===== config.mk =====
export PLATFORM = sky130hd
export DESIGN_NAME = ifetch_queue
export DESIGN_NICKNAME = d
export VERILOG_FILES = /design/src/rtl/fq_pkg.sv /design/src/rtl/fq_addr_gen.sv /design/src/rtl/fq_credit.sv /design/src/rtl/fq_fifo.sv /design/src/rtl/ifetch_queue.sv
export SDC_FILE = /design/constraint.sdc
export NUM_CORES = 1
export LEC_CHECK = 0
export CORE_MARGIN = 2
export CORE_UTILIZATION = 45
export CTS_CLUSTER_DIAMETER = 40
export DETAILED_ROUTE_END_ITERATION = 7
export DONT_BUFFER_PORTS = 1
export PLACE_DENSITY = 0.66
export SYNTH_ARGS = -nofsm -noshare
export SYNTH_HDL_FRONTEND = slang
export SYNTH_HIERARCHICAL = 1
export SYNTH_SLANG_ARGS = --single-unit

===== constraint.sdc =====
create_clock -name clk -period 11 [get_ports clk]
set_input_delay 2.75 -clock clk [delete_from_list [all_inputs] [get_ports clk]]
set_output_delay 2.75 -clock clk [all_outputs]
set_load 0.03 [all_outputs]

===== src/rtl/fq_pkg.sv =====
package fq_pkg;
  // bytes between consecutive fixed-width instructions
  localparam int unsigned STEP_BYTES = 4;
  // low address bits that are always zero for an instruction
  localparam int unsigned ALIGN_BITS = 2;
endpackage


===== src/rtl/fq_addr_gen.sv =====
module fq_addr_gen
  import fq_pkg::*;
#(
  parameter int unsigned AW      = 32,
  parameter int unsigned EPOCH_W = 2
) (
  input  logic               clk,
  input  logic               rst_n,
  input  logic               redir_valid,
  input  logic [AW-1:0]      redir_addr,
  input  logic               req_fire,
  input  logic               rsp_take,
  output logic [AW-1:0]      fetch_pc,
  output logic [AW-1:0]      rsp_pc,
  output logic [EPOCH_W-1:0] epoch
);
  localparam logic [AW-1:0] STEP       = AW'(STEP_BYTES);
  localparam logic [AW-1:0] ALIGN_MASK = AW'((1 << ALIGN_BITS) - 1);

  logic [AW-1:0] target;
  assign target = redir_addr & ~ALIGN_MASK;

  // request side address and epoch
  always_ff @(posedge clk or negedge rst_n) begin
    if (!rst_n) begin
      fetch_pc <= '0;
      epoch    <= '0;
    end else if (redir_valid) begin
      fetch_pc <= target;
      epoch    <= epoch + 1'b1;
    end else if (req_fire) begin
      fetch_pc <= fetch_pc + STEP;
    end
  end

  // address of the next response that will be queued
  always_ff @(posedge clk or negedge rst_n) begin
    if (!rst_n)           rsp_pc <= '0;
    else if (redir_valid) rsp_pc <= target;
    else if (rsp_take)    rsp_pc <= rsp_pc + STEP;
  end


  pc_step_chk: assert property (@(posedge clk) disable iff (!rst_n)
    req_fire && !redir_valid |=> fetch_pc == $past(fetch_pc) + STEP);

  redir_align_chk: assert property (@(posedge clk) disable iff (!rst_n)
    redir_valid |=> fetch_pc[ALIGN_BITS-1:0] == '0 &&
                    fetch_pc[AW-1:ALIGN_BITS] == $past(redir_addr[AW-1:ALIGN_BITS]));

  epoch_step_chk: assert property (@(posedge clk) disable iff (!rst_n)
    redir_valid |=> epoch == $past(epoch) + 1'b1);

  epoch_keep_chk: assert property (@(posedge clk) disable iff (!rst_n)
    !redir_valid |=> $stable(epoch));
endmodule


===== src/rtl/fq_credit.sv =====
module fq_credit #(
  parameter  int unsigned DEPTH = 8,
  localparam int unsigned CW    = $clog2(DEPTH + 1)
) (
  input  logic          clk,
  input  logic          rst_n,
  input  logic          flush,
  input  logic          req_fire,
  input  logic          rsp_take,
  input  logic [CW-1:0] q_count,
  output logic          can_issue
);
  logic [CW-1:0] outstanding;
  logic [CW:0]   committed;

  assign committed = {1'b0, q_count} + {1'b0, outstanding};
  assign can_issue = committed < (CW+1)'(DEPTH);

  always_ff @(posedge clk or negedge rst_n) begin
    if (!rst_n)      outstanding <= '0;
    else if (flush)  outstanding <= '0;
    else begin
      case ({req_fire, rsp_take})
        2'b10:   outstanding <= outstanding + 1'b1;
        2'b01:   outstanding <= outstanding - 1'b1;
        default: outstanding <= outstanding;
      endcase
    end
  end


  credit_bound_chk: assert property (@(posedge clk) disable iff (!rst_n)
    committed <= (CW+1)'(DEPTH));

  rsp_expected_chk: assert property (@(posedge clk) disable iff (!rst_n)
    rsp_take |-> outstanding != '0);
endmodule


===== src/rtl/fq_fifo.sv =====
module fq_fifo #(
  parameter  int unsigned W     = 64,
  parameter  int unsigned DEPTH = 8,
  localparam int unsigned PW    = (DEPTH > 1) ? $clog2(DEPTH) : 1,
  localparam int unsigned CW    = $clog2(DEPTH + 1)
) (
  input  logic          clk,
  input  logic          rst_n,
  input  logic          flush,
  input  logic          push,
  input  logic [W-1:0]  wdata,
  input  logic          pop,
  output logic [W-1:0]  rdata,
  output logic          empty,
  output logic [CW-1:0] count
);
  logic [W-1:0]  slots [DEPTH];
  logic [PW-1:0] wr_ptr, rd_ptr;

  function automatic logic [PW-1:0] bump(input logic [PW-1:0] p);
    return (p == PW'(DEPTH - 1)) ? '0 : p + 1'b1;
  endfunction

  always_ff @(posedge clk) begin
    if (push && !flush) slots[wr_ptr] <= wdata;
  end

  always_ff @(posedge clk or negedge rst_n) begin
    if (!rst_n) begin
      wr_ptr <= '0;
      rd_ptr <= '0;
      count  <= '0;
    end else if (flush) begin
      wr_ptr <= '0;
      rd_ptr <= '0;
      count  <= '0;
    end else begin
      if (push) wr_ptr <= bump(wr_ptr);
      if (pop)  rd_ptr <= bump(rd_ptr);
      case ({push, pop})
        2'b10:   count <= count + 1'b1;
        2'b01:   count <= count - 1'b1;
        default: count <= count;
      endcase
    end
  end

  assign empty = (count == '0);
  assign rdata = slots[rd_ptr];


  no_overflow_chk: assert property (@(posedge clk) disable iff (!rst_n)
    push && !flush |-> count < CW'(DEPTH) || pop);

  no_underflow_chk: assert property (@(posedge clk) disable iff (!rst_n)
    pop |-> !empty);

  flush_empty_chk: assert property (@(posedge clk) disable iff (!rst_n)
    flush |=> empty);
endmodule


===== src/rtl/ifetch_queue.sv =====
module ifetch_queue #(
  parameter int unsigned AW      = 32,
  parameter int unsigned IW      = 32,
  parameter int unsigned DEPTH   = 8,
  parameter int unsigned EPOCH_W = 2
) (
  input  logic               clk,
  input  logic               rst_n,
  input  logic               redir_valid,
  input  logic [AW-1:0]      redir_addr,
  output logic               mreq_valid,
  input  logic               mreq_ready,
  output logic [AW-1:0]      mreq_addr,
  output logic [EPOCH_W-1:0] mreq_epoch,
  input  logic               mrsp_valid,
  input  logic [IW-1:0]      mrsp_data,
  input  logic [EPOCH_W-1:0] mrsp_epoch,
  output logic               out_valid,
  input  logic               out_ready,
  output logic [AW-1:0]      out_pc,
  output logic [IW-1:0]      out_instr
);
  localparam int unsigned EW = AW + IW;
  localparam int unsigned CW = $clog2(DEPTH + 1);

  logic               req_fire, rsp_take, out_fire, can_issue, q_empty;
  logic [AW-1:0]      fetch_pc, rsp_pc;
  logic [EPOCH_W-1:0] epoch;
  logic [CW-1:0]      q_count;
  logic [EW-1:0]      q_head;

  assign mreq_valid = can_issue && !redir_valid;
  assign mreq_addr  = fetch_pc;
  assign mreq_epoch = epoch;
  assign req_fire   = mreq_valid && mreq_ready;
  assign rsp_take   = mrsp_valid && (mrsp_epoch == epoch) && !redir_valid;
  assign out_valid  = !q_empty && !redir_valid;
  assign out_fire   = out_valid && out_ready;
  assign out_pc     = q_head[IW +: AW];
  assign out_instr  = q_head[IW-1:0];

  fq_addr_gen #(.AW(AW), .EPOCH_W(EPOCH_W)) u_addr (
    .clk(clk), .rst_n(rst_n), .redir_valid(redir_valid), .redir_addr(redir_addr),
    .req_fire(req_fire), .rsp_take(rsp_take),
    .fetch_pc(fetch_pc), .rsp_pc(rsp_pc), .epoch(epoch)
  );

  fq_credit #(.DEPTH(DEPTH)) u_credit (
    .clk(clk), .rst_n(rst_n), .flush(redir_valid), .req_fire(req_fire),
    .rsp_take(rsp_take), .q_count(q_count), .can_issue(can_issue)
  );

  fq_fifo #(.W(EW), .DEPTH(DEPTH)) u_fifo (
    .clk(clk), .rst_n(rst_n), .flush(redir_valid), .push(rsp_take),
    .wdata({rsp_pc, mrsp_data}), .pop(out_fire),
    .rdata(q_head), .empty(q_empty), .count(q_count)
  );


  out_quiet_chk: assert property (@(posedge clk) disable iff (!rst_n)
    redir_valid |-> !out_valid && !mreq_valid);

  out_hold_chk: assert property (@(posedge clk) disable iff (!rst_n)
    out_valid && !out_ready |=> redir_valid ||
      (out_valid && $stable(out_pc) && $stable(out_instr)));

  req_hold_chk: assert property (@(posedge clk) disable iff (!rst_n)
    mreq_valid && !mreq_ready |=> redir_valid || (mreq_valid && $stable(mreq_addr)));

  stale_drop_chk: assert property (@(posedge clk) disable iff (!rst_n)
    mrsp_valid && (mrsp_epoch != mreq_epoch) && !out_fire && !redir_valid
      |=> q_count == $past(q_count));
endmodule


==> flow_summary.toml <==
[cells_and_area]
antenna-diode-count = 0
drive_above_1_share = 0.289
final_area_sq_mm = 0.0276
mostFrequentLayoutCell = "edfxtp_1"
most_frequent_cells_in_the_layout = "512 x edfxtp_1, 128 x mux4_2, 85 x clkbuf_16, 80 x mux2_2, 73 x dfrtp_1"
area_growth_pct = 15.3
final_net_count = 1364

[routing]
route.vias.total = 11922
vias_per_instance = 5.86
drc_errors = 0
drt-pass1-iter-count = 5
detailed_route_wl_um = 49700
drtAntennaViolNets = 0
detail_route.wl_per_cell_um = 24.4
drt_first_iter_violations = 678

[sta]
finalSetupViolCount = 0
worst_clock_skew_ns = 0.0230
worst_slew_margin_rel = 0.301
finalHoldViolations = 0
setup_tns_ns = 0
rsz0062_at_grt = "false"
timing.final.crit_share = 0.567
achievable-frequency_mhz = 160
max_slew.worst_pin.slew_ns = 1.05
maxSlewViolCount = 0
finalHoldWorstSlack_ns = 0.585
finalCriticalPeriod_ns = 6.24

[worst_hold_path]
worstHoldPathType = "flop to flop"
hold_start = "u_fifo/wr_ptr[2]$_DFFE_PN0P_"
hold_end = "u_fifo/wr_ptr[2]$_DFFE_PN0P_"
whs_path_depth = 2

[yosys]
synth.cell_area_sq_mm = 0.0239
main_combinational_cell_family_by_area_after_synthesis = "multiplexers"
synthArstFlopShare = 0.129
ys_warn_count = 6
post_synth_and_or_nand_nor_area_fraction = 0.0548
synthAdderAreaFrac = 0.00628
netlist-cell-type-count = 65
ys_dominant_reg_cell = "edfxtp_1"
synth-compound-area-share = 0.0242
synth_enable_flop_cells = 512
post_synth_inst_count = 1238
post_synth_xor_area_fraction = 0.0132
syn_avg_cell_area_sq_um = 19.3
synth-seq-cells = 588
yosysSeqAreaShare = 0.723
post_synth_mux_area_share = 0.162

[clock_network]
cts_made_buffers = 82
clock_insertion_delay_worst_skew_ns = 0.61
max-clock-path-buffers = 3
tritoncts_num_sinks = 588
clkTransAtPathRegs_ns = 0.06
cts_max_level = 3
cts-resized-gates = 0
tritoncts = "built"
cts-root-buf = "clkbuf_16"
post_cts_buffers = 0
ctsHoldBuffers = 0

[worst_setup_path]
rr_startpoint = "u_fifo/count[1]$_DFFE_PN0P_"
timing_worst_setup_path_type = "flop to output port"
setup.worst_path.start_class = "flop"
worstPathRequired_ns = 8.25
ff2ff_setup_slack_ns = 6.61
r2r_depth = 9
cp-end-kind = "output port"
worst-path-max-fanout = 47
worst_ep_arrival_time_ns = 3.49
critical_path.reg2reg.endpoint = "u_addr/fetch_pc[29]$_DFFE_PN0N_"

[job]
max-cap-violations = 0

[global_routing]
grt_first_pass_wirelength_um = 74400
grt_antenna_before_repair = 0
grt_remaining_overflow = 0
grt_usage = 0.183
first_global_vias = 12349
grt_start_max_net_pins = 77

[placed_design]
post-dp-hpwl_um = 27000
numPortBuffers = 0
placed_cell_area_sq_mm = 0.0246
finalWeightedCongestion = 0.859

[floorplanning]
row_count = 84
floorplan.initialDensity = 0.455
dieWidth_um = 234
dieHeight_um = 234
placeableCoreArea_sq_mm = 0.0526
num_io_pins = 172
area_enclosed_by_the_die_boundary_sq_mm = 0.0550

[power_and_ir_drop]
irDropWorstVdd_v = 0.000121
power_mw = 5.80
pwr_density_cell_mw_per_mm2 = 210
power.static_leakage_nw = 8.74

[outcome]
run_status = "complete, no violations"
==> Yosys cell counts, drive strengths merged (13+ instances only) <==
master / instances / area share
nor2: 62 / 0.0097
nor4: 17 / 0.0047
clkbuf: 22 / 0.0035
and4: 15 / 0.0055
nor3: 18 / 0.0038
a21oi: 14 / 0.0029
nand3: 13 / 0.0027
a31oi: 16 / 0.0042
mux4: 128 / 0.12
xor2: 16 / 0.0059
buf: 39 / 0.011
xnor2: 20 / 0.0073
dfrtp: 76 / 0.080
nand2: 28 / 0.0044
nand4: 24 / 0.0072
edfxtp: 512 / 0.64
mux2: 81 / 0.038
==> sequential cells by signal, summed over array words and instances (netlist names) <==
| register | flops |
|---|---|
| u_credit/outstanding | 4 |
| u_fifo/rd_ptr | 3 |
| u_addr/rsp_pc | 30 |
| u_addr/epoch | 2 |
| u_fifo/wr_ptr | 3 |
| u_fifo/count | 4 |
| u_addr/fetch_pc | 30 |
| u_fifo/slots | 512 |
==> routing by layer <==
metal  vias to the layer above  routed length (um)  GRT usage
met3                        58                3260     0.0465
met2                       376               24700      0.307
li1                       5213                   -          -
met1                      6275               21000      0.237
met5                         -                   0          0
met4                         0                 813     0.0542
==> per-stage QoR <==
step / setup slack [ns] / std cells / utilization
after global placement: 5.02 / 1884 / 0.469
after global routing: 4.45 / 2036 / 0.524
after CTS: 4.60 / 2036 / 0.524
final: 4.76 / 2036 / 0.524
after floorplan: 2.60 / 1241 / -
after detailed placement: 4.96 / 1884 / 0.469
==> cells by family after synthesis <==
| group | Yosys count |
|---|---|
| compound gates | 80 |
| xor+xnor | 36 |
| fa+ha+maj | 12 |
| buf+inv | 71 |
| flops | 588 |
| mux | 217 |
| other cells | 1 |
| simple gates | 233 |
==> how the worst max path moves through the flow <==
| stage | startpoint | slack, ns | cells after the start | end |
|---|---|---|---|---|
| 5_1_grt | u_fifo/rd_ptr[0]$_DFFE_PN0P_ | 4.45 | 3 | out_instr[25] |
| 2_1_floorplan | mrsp_epoch[0] | 2.60 | 5 | u_fifo/slots[0][0]$_DFFE_PP_ |
| 4_1_cts | u_fifo/rd_ptr[0]$_DFFE_PN0P_ | 4.60 | 3 | out_instr[25] |
| 6_report | u_fifo/rd_ptr[0]$_DFFE_PN0P_ | 4.76 | 3 | out_instr[25] |
| 3_5_place_dp | mrsp_epoch[0] | 4.96 | 6 | u_fifo/slots[4][8]$_DFFE_PP_ |
| 3_3_place_gp | redir_valid | 5.02 | 1 | mreq_valid |
==> power by group <==
part	internal, mW	switching [mW]	leakage, nW	total [mW]
combinational	0.190	0.236	1.87	0.426
sequential	2.49	0.132	5.49	2.62
clock	1.73	1.01	1.39	2.75
total	4.41	1.38	8.74	5.80
==> worst max-delay path: stages, from the launching register on <==
cell and delay, ns:
dfrtp_4 0.96, buf_4 0.88, mux4_2 0.62, mux2_2 0.37
==> area by class of cell <==
type                    instances  area, sq um
clock inverters                58          753
fillers                      4111        25000
flip-flops and latches        588        17300
well taps                     688          861
multi-input cells             582         6330
repair buffers                 16          120
clock buffers                  94         2170
inverters                      10         37.5
Note: power is estimated with default switching activity, not from simulation.
